===== src/rtl/sio_regbank.sv =====
module sio_regbank #(
  parameter int DEPTH = 16,
  parameter int AW    = 8
) (
  input  logic          clk,
  input  logic          rst_n,
  input  logic          bus_cs,
  input  logic          bus_we,
  input  logic [AW-1:0] bus_addr,
  input  logic [7:0]    bus_wdata,
  output logic [7:0]    bus_rdata,
  output logic          irq,
  output logic          tx_valid,
  output logic [7:0]    tx_data,
  input  logic          tx_ready,
  input  logic          rx_valid,
  input  logic [7:0]    rx_data,
  output logic          rx_ready
);
  localparam int PW = $clog2(DEPTH);
  localparam int CW = PW + 1;
  localparam int XW = AW - 2;
  localparam logic [31:0] LCR_MASK = 32'hE17F0000;
  localparam logic [31:0] ICR_MASK = 32'h000F0000;
  localparam logic [31:0] ISR_MASK = 32'h00070000;
  localparam logic [31:0] FCR_MASK = 32'h001F0000;
  localparam logic [31:0] BGR_MASK = 32'h03FF0000;

  logic [XW-1:0] widx;
  logic [4:0]    sh;
  logic          wr, rd, lane0;
  assign widx  = bus_addr[AW-1:2];
  assign sh    = {~bus_addr[1:0], 3'b000};
  assign wr    = bus_cs & bus_we;
  assign rd    = bus_cs & ~bus_we;
  assign lane0 = bus_addr[1:0] == 2'd0;

  function automatic logic [31:0] merge(input logic [31:0] old, input logic [31:0] m,
                                        input logic [7:0] b, input logic [4:0] s);
    return ((old & ~(32'hFF << s)) | ({24'b0, b} << s)) & m;
  endfunction

  function automatic logic [PW-1:0] nxt(input logic [PW-1:0] p);
    return (p == PW'(DEPTH - 1)) ? '0 : p + 1'b1;
  endfunction

  logic [31:0] lcr_q, icr_q, isr_q, fcr_q, bgr_q, isr_d, fcr_d;
  logic [7:0]  tx_mem [DEPTH];
  logic [7:0]  rx_mem [DEPTH];
  logic [PW-1:0] tx_wp, tx_rp, rx_wp, rx_rp;
  logic [CW-1:0] tx_cnt, rx_cnt;
  logic tx_push, tx_pop, rx_push, rx_pop, flush_tx, flush_rx, wr_fcr;

  assign wr_fcr   = wr && widx == XW'(4);
  assign fcr_d    = wr_fcr ? merge(fcr_q, FCR_MASK, bus_wdata, sh) : fcr_q;
  assign flush_rx = wr_fcr & fcr_d[16] & fcr_d[17];
  assign flush_tx = wr_fcr & fcr_d[16] & fcr_d[18];

  assign tx_valid = tx_cnt != '0;
  assign tx_data  = tx_mem[tx_rp];
  assign rx_ready = rx_cnt != CW'(DEPTH);
  assign tx_push  = wr && widx == XW'(8) && lane0 && tx_cnt != CW'(DEPTH);
  assign tx_pop   = tx_valid & tx_ready;
  assign rx_push  = rx_valid & rx_ready;
  assign rx_pop   = rd && widx == XW'(12) && lane0 && rx_cnt != '0;

  always_comb begin
    isr_d = isr_q;
    if (wr && widx == XW'(3)) isr_d = merge(isr_q, ISR_MASK, bus_wdata, sh);
    if (rx_cnt != '0) isr_d[16] = 1'b1;
    if (tx_cnt == '0) isr_d[17] = 1'b1;
  end

  assign irq = |(isr_q & icr_q);

  always_ff @(posedge clk) begin
    if (!rst_n) begin
      lcr_q <= 32'h40000000;
      bgr_q <= 32'h03FF0000;
      icr_q <= '0;
      isr_q <= '0;
      fcr_q <= '0;
    end else begin
      isr_q <= isr_d;
      fcr_q <= fcr_d;
      if (wr && widx == XW'(0)) lcr_q <= merge(lcr_q, LCR_MASK, bus_wdata, sh);
      if (wr && widx == XW'(2)) icr_q <= merge(icr_q, ICR_MASK, bus_wdata, sh);
      if (wr && widx == XW'(5)) bgr_q <= merge(bgr_q, BGR_MASK, bus_wdata, sh);
    end
  end

  always_ff @(posedge clk) begin
    if (tx_push) tx_mem[tx_wp] <= bus_wdata;
    if (rx_push) rx_mem[rx_wp] <= rx_data;
  end

  always_ff @(posedge clk) begin
    if (!rst_n || flush_tx) begin
      tx_wp <= '0; tx_rp <= '0; tx_cnt <= '0;
    end else begin
      if (tx_push) tx_wp <= nxt(tx_wp);
      if (tx_pop)  tx_rp <= nxt(tx_rp);
      tx_cnt <= tx_cnt + CW'(tx_push) - CW'(tx_pop);
    end
  end

  always_ff @(posedge clk) begin
    if (!rst_n || flush_rx) begin
      rx_wp <= '0; rx_rp <= '0; rx_cnt <= '0;
    end else begin
      if (rx_push) rx_wp <= nxt(rx_wp);
      if (rx_pop)  rx_rp <= nxt(rx_rp);
      rx_cnt <= rx_cnt + CW'(rx_push) - CW'(rx_pop);
    end
  end

  logic [31:0] rd_word;
  always_comb begin
    case (widx)
      XW'(0):  rd_word = lcr_q;
      XW'(2):  rd_word = icr_q;
      XW'(3):  rd_word = isr_q;
      XW'(4):  rd_word = fcr_q;
      XW'(5):  rd_word = bgr_q;
      XW'(12): rd_word = rx_pop ? {rx_mem[rx_rp], 24'b0} : '0;
      default: rd_word = '0;
    endcase
  end

  always_ff @(posedge clk) begin
    if (!rst_n) bus_rdata <= '0;
    else if (rd) bus_rdata <= 8'(rd_word >> sh);
  end

  p_rx_flag_r5: assert property (@(posedge clk) disable iff (!rst_n)
    (rx_cnt != '0) |=> isr_q[16]);
  p_tx_flag_r5: assert property (@(posedge clk) disable iff (!rst_n)
    (tx_cnt == '0) |=> isr_q[17]);
  p_no_overflow_r10: assert property (@(posedge clk) disable iff (!rst_n)
    (tx_cnt <= CW'(DEPTH)) && (rx_cnt <= CW'(DEPTH)));
  p_rx_lane_r9: assert property (@(posedge clk) disable iff (!rst_n)
    (rd && widx == XW'(12) && !lane0 && !rx_push) |=> rx_cnt == $past(rx_cnt));
  p_ls_zero_r4: assert property (@(posedge clk) disable iff (!rst_n)
    (rd && widx == XW'(1)) |=> bus_rdata == 8'h00);
  p_full_block_r10: assert property (@(posedge clk) disable iff (!rst_n)
    (rx_cnt == CW'(DEPTH)) |-> !rx_ready);
endmodule


===== config.mk =====
export PLATFORM = sky130hd
export DESIGN_NAME = sio_regbank
export DESIGN_NICKNAME = d
export VERILOG_FILES = /design/src/rtl/sio_regbank.sv
export SDC_FILE = /design/constraint.sdc
export NUM_CORES = 1
export LEC_CHECK = 0
export ABC_AREA = 1
export BUFFER_PORTS_ARGS = -buffer_cell sky130_fd_sc_hd__buf_2
export CAP_MARGIN = 25
export CORE_MARGIN = 3
export CORE_UTILIZATION = 60
export CTS_BUF_LIST = sky130_fd_sc_hd__clkbuf_8
export CTS_CLUSTER_DIAMETER = 100
export CTS_CLUSTER_SIZE = 10
export DETAILED_ROUTE_END_ITERATION = 16
export GPL_TIMING_DRIVEN = 1
export PLACE_DENSITY = 0.77
export SYNTH_ARGS = -nofsm -noshare
export SYNTH_HDL_FRONTEND = slang
export SYNTH_SLANG_ARGS = --single-unit

===== constraint.sdc =====
create_clock -name clk -period 4.21 [get_ports clk]
set_input_delay 0.421 -clock clk [delete_from_list [all_inputs] [get_ports clk]]
set_output_delay 0.421 -clock clk [all_outputs]
set_load 0.05 [all_outputs]

Yosys cells after proc, flatten, opt, wreduce, memory -nomap -nowiden --
Memory sizes are Yosys's and may differ from the RTL's. A register that Yosys moved wholly into a read port is not among the register bits. Index checks and enable logic that the tools add are counted.
Operators by class: add/subtract/negate cells 8, $mul 0, divide/modulo/power cells 0, magnitude comparators 0, equal/unequal tests 12, shifts and indexed selects 3, multiplexer cells 18, bitwise operators 21, reductions and logical operators 22
Operators by type and width (count):
- case mux 32 bit (6 select lines) | 1
- bitwise AND 32 bit | 1
- two-way mux 32 bit | 1
- two-way mux 4 bit | 8
- inverter 32 bit | 1
- OR 32 bit | 1
- OR reduction 32 bit | 1
- << shifter 8 x 5 -> 32 bit | 1
- << shifter 8 x 5 -> 32 bit (first input constant) | 1
- right shift 32 x 5 -> 8 bit | 1
- bitwise AND 26 bit | 1
- OR 26 bit | 1
- bitwise AND 21 bit | 1
- OR 21 bit | 1
- bitwise AND 19 x 20 -> 20 bit | 1
- bitwise AND 20 bit | 1
- OR 20 bit | 1
- bitwise AND 19 bit | 1
- two-way mux 19 bit | 1
- OR 19 bit | 1
- two-way mux 18 bit | 1
- adder 4 x 1 -> 4 bit (second input constant) | 4
- equality test 4 bit (second input constant) | 4
- equality test 6 x 2 -> 1 bit (second input constant) | 2
- other kinds (17) | 46
Storage, ports and cells: register bits 67, latch bits 0, memory bits (writable) 256, memory bits (read-only) 0, input bits 30, output and inout port bits 19, word-level logic and storage cells 101, memories kept 2
Memory list:
- rx_mem | words 16, bits a word 8, rd ports 1, clocked after Yosys merged registers in 1, wr ports 1, line 49 | logic [7:0] rx_mem [DEPTH];
- tx_mem | words 16, bits a word 8, rd ports 1, clocked after Yosys merged registers in 1, wr ports 1, line 48 | logic [7:0] tx_mem [DEPTH];

Longest topological paths before layout --
depth after elaboration 10, mapped depth 15

Worst setup path after synthesis --
No wires, ideal clock.
path kind register to register, start point register tx_cnt[3], end point register tx_cnt[4], library setup time 62 ps, arrival time 2871 ps, required time 4148 ps, setup slack 1277 ps, cell stages (with the launch flop) 15, path buffers 0, path through dfxtp_1 > inv_1 > ha_1 > nand4_1 > nand2_1 > inv_1 > ha_1 > inv_1 > ha_1 > inv_1 > fa_1 > o21ai_0 > xor2_1 > inv_1 > nor2_2
On the way: elaborated cells on any way between the ends 6, classes of those cells add/sub: 2; eq/ne: 1; bitwise: 1; reduce/logical: 2
RTL lines:
- start: declaration | line 51 | logic [CW-1:0] tx_cnt, rx_cnt;
- start signal: assignment | line 103 | tx_cnt <= tx_cnt + CW'(tx_push) - CW'(tx_pop);
- nonzero test 5 bit | line 59 | assign tx_valid = tx_cnt != '0;
- named net tx_valid | line 13 | output logic tx_valid,
- bitwise AND 1 bit | line 63 | assign tx_pop = tx_valid & tx_ready;
- named net tx_pop | line 52 | logic tx_push, tx_pop, rx_push, rx_pop, flush_tx, flush_rx, wr_fcr;
- subtractor 5 x 1 -> 5 bit | line 103
The timed path passes the listed nets, and every way through them passes these cells. A chain may end at the register's enable or synchronous reset.

==> tab_implementation.tex <==
\begin{tabular}{lr}
\hline
Metric & Value \\
\hline
\multicolumn{2}{l}{\textbf{Critical path}} \\
Worst-path fanout max & 33 \\
Largest stage delay on the critical path & around 0.8 ns \\
CP bufs+invs & 3 \\
Crit-path leading delay family & buffers and inverters \\
Arrival time of data at the critical path endpoint & approximately 2.8 ns \\
Kind of critical path & flip-flop to primary output \\
Critical path's slowest cell & sky130\_fd\_sc\_hd\_\_inv\_1 \\
Cell chain of the critical path & buf\_4 -> inv\_1 -> o21ai\_0 -> o211ai\_1 -> nand2\_1 -> buf\_2 \\
Nature of the critical path endpoint & primary output \\
Critical path startpoint category & flip-flop \\
Worst Path Required & between 3 and 4 ns \\
\multicolumn{2}{l}{\textbf{Timing}} \\
Post-Route Setup TNS & 0 ns \\
Minimum period implied by the final worst setup slack & 3.20 ns \\
Slew at the pin closest to its max-slew limit & a little over 1 ns \\
Clock Skews & roughly 0.024 ns \\
Setup repair after global routing missed its margin & false \\
Hold violation count in the final report & 0 \\
Worst-case setup margin in the final layout & $\sim$1 ns \\
Relative slew margins & a little under a third \\
Final Slew Violations & 0 \\
Final worst path period share & around three quarters \\
\# setup viols final & 0 \\
Highest achievable clock rate & between 0.3 and 0.4 GHz \\
\multicolumn{2}{l}{\textbf{Clock tree}} \\
Total clock buffers created by CTS & 39 \\
Buffer count from post-CTS setup fixing & 0 \\
Reg clk slew, reported paths & 0.07 ns \\
Hold buffer count at CTS & 0 \\
Total number of clock tree sinks & approximately 330 \\
Maximum level of the CTS H-tree & 2 \\
Insertion delay to the later sink of the worst-skew pair & approximately 0.55 ns \\
TritonCTS clock tree & built \\
Clock tree root driver cell & sky130\_fd\_sc\_hd\_\_clkbuf\_8 \\
Maximum number of buffers from clock root to sink & 3 \\
Count of instances resized after the clock tree is built & 0 \\
\multicolumn{2}{l}{\textbf{Synth}} \\
Number of instances in the synthesized netlist & between 1000 and 1500 \\
Number of storage elements in the synthesis netlist & 331 \\
Fraction of the yosys area taken by sequential cells & between 60\% and 70\% \\
Post-synthesis average cell area & about 11 sq um \\
Share of async-settable or async-resettable flops after synthesis & 0\% \\
Number of synthesis warnings & 0 \\
Net count of the mapped netlist & $\sim$1400 \\
Number of library cell types mapped by synthesis & between 40 and 50 \\
Synth Cell Area & between 10000 and 15000 sq um \\
Ys flop type & sky130\_fd\_sc\_hd\_\_edfxtp\_1 \\
Number of synthesized flops with an enable pin & roughly 260 \\
\multicolumn{2}{l}{\textbf{Power and ir drop}} \\
Static leakage & 0.00575 uW \\
VDD IR max & 0.000336 V \\
Power consumption & slightly below 7000 uW \\
Total power density per cell area & 447 nW/um\^{}2 \\
\multicolumn{2}{l}{\textbf{Route}} \\
First-pass iteration count of the detailed router & 5 \\
Iteration-0 DRC Markers & around 1100 \\
DRC & 0 \\
Total Routed Length & $\sim$32 mm \\
Routed wirelength normalized by instance count & between 15 and 20 um \\
Per-cell via count in the routed design & approximately 5.7 \\
Number of nets with antenna violations after routing & 0 \\
Vias after detailed routing & 9772 \\
\multicolumn{2}{l}{\textbf{Global route}} \\
Maximum number of pins on one net before global-route repair & 97 \\
Number of global-route vias before repair & 9252 \\
Remaining global-route overflow & 0 \\
GRT Total Usage & approximately a quarter \\
Wire length of the first global-routing pass & approximately 50 mm \\
Antenna violations before repair & 0 \\
\multicolumn{2}{l}{\textbf{Job}} \\
Maximum capacitance violations & 0 \\
\multicolumn{2}{l}{\textbf{Floorplanning}} \\
Std-Cell Core Area & 23000 sq um \\
IO Count & between 40 and 50 \\
Die span in y & $\sim$160 um \\
Die width & 160 um \\
Area of the die & about 26000 sq um \\
Number of rows created at floorplan & 55 \\
Initial Utilization & 62.1\% \\
\multicolumn{2}{l}{\textbf{Placed design}} \\
RePlAce Congestion & $\sim$0.9 \\
Number of buffer cells added on primary ports & 48 \\
Place WS & 1.31 ns \\
Post-DP HPWL & 20.3 mm \\
\multicolumn{2}{l}{\textbf{Run status}} \\
Status & completed \\
\multicolumn{2}{l}{\textbf{Cells and area}} \\
FILL cells & between 1500 and 2000 \\
Area Overhead vs Synth & 8.18\% \\
Share of post-route cells with drive strength above 1 & 11.6\% \\
NumNets Final & around 1400 \\
Diodes inserted & 0 \\
Utilization of the core after routing & $\sim$67\% \\
Multi-input logic area & approximately 4300 sq um \\
Sequential Area & between 9000 and 10000 sq um \\
\multicolumn{2}{l}{\textbf{Min path}} \\
Worst hold path type & input port to flip-flop \\
\hline
\end{tabular}
## metal layers
metal	up-vias	part of all wire, %	global-route usage (%)
met3	64	8.7	3.94
met4	0	2.1	6.82
met2	453	46	37.1
met5	-	0	0
li1	4662	-	-
met1	4593	44	37.0
## power by group
| part | internal (uW) | total, uW | switching [uW] |
|---|---|---|---|
| registers | 3600 | 3660 | 59.2 |
| logic | 396 | 1230 | 839 |
| clock network | 891 | 2000 | 1110 |
## sequential cells by signal, indices dropped and copies added, names as in the netlist, 5 cells and up, named ones only
signal and flops:
bgr_q 10, bus_rdata 8, fcr_q 5, lcr_q 11, rx_cnt 5, rx_mem 128
tx_cnt 5, tx_mem 128
## cell type report
type	instances	area share, %
Tap cell	313	2.54
Timing Repair Buffer	56	2.28
Clock inverter	30	0.818
Inverter	130	3.22
Sequential cell	331	59.5
Multi-Input combinational cell	801	28.1
Clock buffer	40	3.56
## metrics by stage
stage,instances,hold slack (ns),cell area [sq um]
floorplan,1319,0.439,14300
global placement,1627,0.451,14700
detailed placement,1630,0.455,14700
CTS,1700,0.199,15400
global route,1701,0.208,15400
finish,1701,0.249,15400
## final timing paths
path	endpoint	slack, ns	from	cells after the start
worst max-delay path	tx_data[1]	1.01	flip-flop	6
worst min-delay path	bgr_q[16]$_SDFFE_PN1P_	0.25	rst_n	2
worst max register to register	tx_cnt[4]$_SDFF_PP0_	1.46	tx_cnt[2]$_SDFF_PP0_	14
worst min register to register	fcr_q[19]$_SDFFE_PN0P_	0.47	fcr_q[19]$_SDFFE_PN0P_	2
## layout by cell type (no fill, tap or decap), types with 40 or more instances in the layout
master	Yosys	final
sky130_fd_sc_hd__nor2_1	80	80
sky130_fd_sc_hd__inv_1	114	141
sky130_fd_sc_hd__dfxtp_1	75	73
sky130_fd_sc_hd__o21ai_0	54	54
sky130_fd_sc_hd__edfxtp_1	256	256
sky130_fd_sc_hd__a21oi_1	73	73
sky130_fd_sc_hd__nand2_1	238	238
sky130_fd_sc_hd__clkbuf_8	0	40
sky130_fd_sc_hd__buf_2	17	48
sky130_fd_sc_hd__nand3_1	163	163
## synthesized netlist by cell type, types with 6 or more instances
| cell | number | area share (%) |
|---|---|---|
| sky130_fd_sc_hd__o21ai_0 | 54 | 1.9 |
| sky130_fd_sc_hd__nand2_1 | 238 | 6.3 |
| sky130_fd_sc_hd__a21oi_1 | 73 | 2.6 |
| sky130_fd_sc_hd__nor2_1 | 80 | 2.1 |
| sky130_fd_sc_hd__edfxtp_1 | 256 | 54 |
| sky130_fd_sc_hd__xor2_1 | 8 | 0.49 |
| sky130_fd_sc_hd__o211ai_1 | 36 | 1.9 |
| sky130_fd_sc_hd__nand4_1 | 18 | 0.79 |
| sky130_fd_sc_hd__ha_1 | 22 | 1.9 |
| sky130_fd_sc_hd__nand3_1 | 163 | 5.7 |
| sky130_fd_sc_hd__o22ai_1 | 6 | 0.26 |
| sky130_fd_sc_hd__mux2i_1 | 32 | 2.2 |
| sky130_fd_sc_hd__inv_2 | 12 | 0.32 |
| sky130_fd_sc_hd__dfxtp_1 | 75 | 11 |
| sky130_fd_sc_hd__buf_2 | 17 | 0.60 |
| sky130_fd_sc_hd__o21ai_1 | 8 | 0.28 |
| sky130_fd_sc_hd__nor2_2 | 20 | 0.88 |
| sky130_fd_sc_hd__inv_1 | 114 | 3.0 |
| sky130_fd_sc_hd__clkbuf_1 | 33 | 0.87 |
## kinds of logic (layout without fill, tap and decap cells)
| kind of cell | Yosys count | count (layout) | synth area share (%) |
|---|---|---|---|
| simple gates | 541 | 541 | 17.4 |
| flops | 331 | 331 | 64.4 |
| compound gates | 193 | 193 | 7.87 |
| buf+inv | 187 | 256 | 5.29 |
| mux | 32 | 32 | 2.24 |
| fa+ha+maj | 24 | 24 | 2.21 |
| xor+xnor | 11 | 11 | 0.675 |
(Power assumes the default switching activity.)
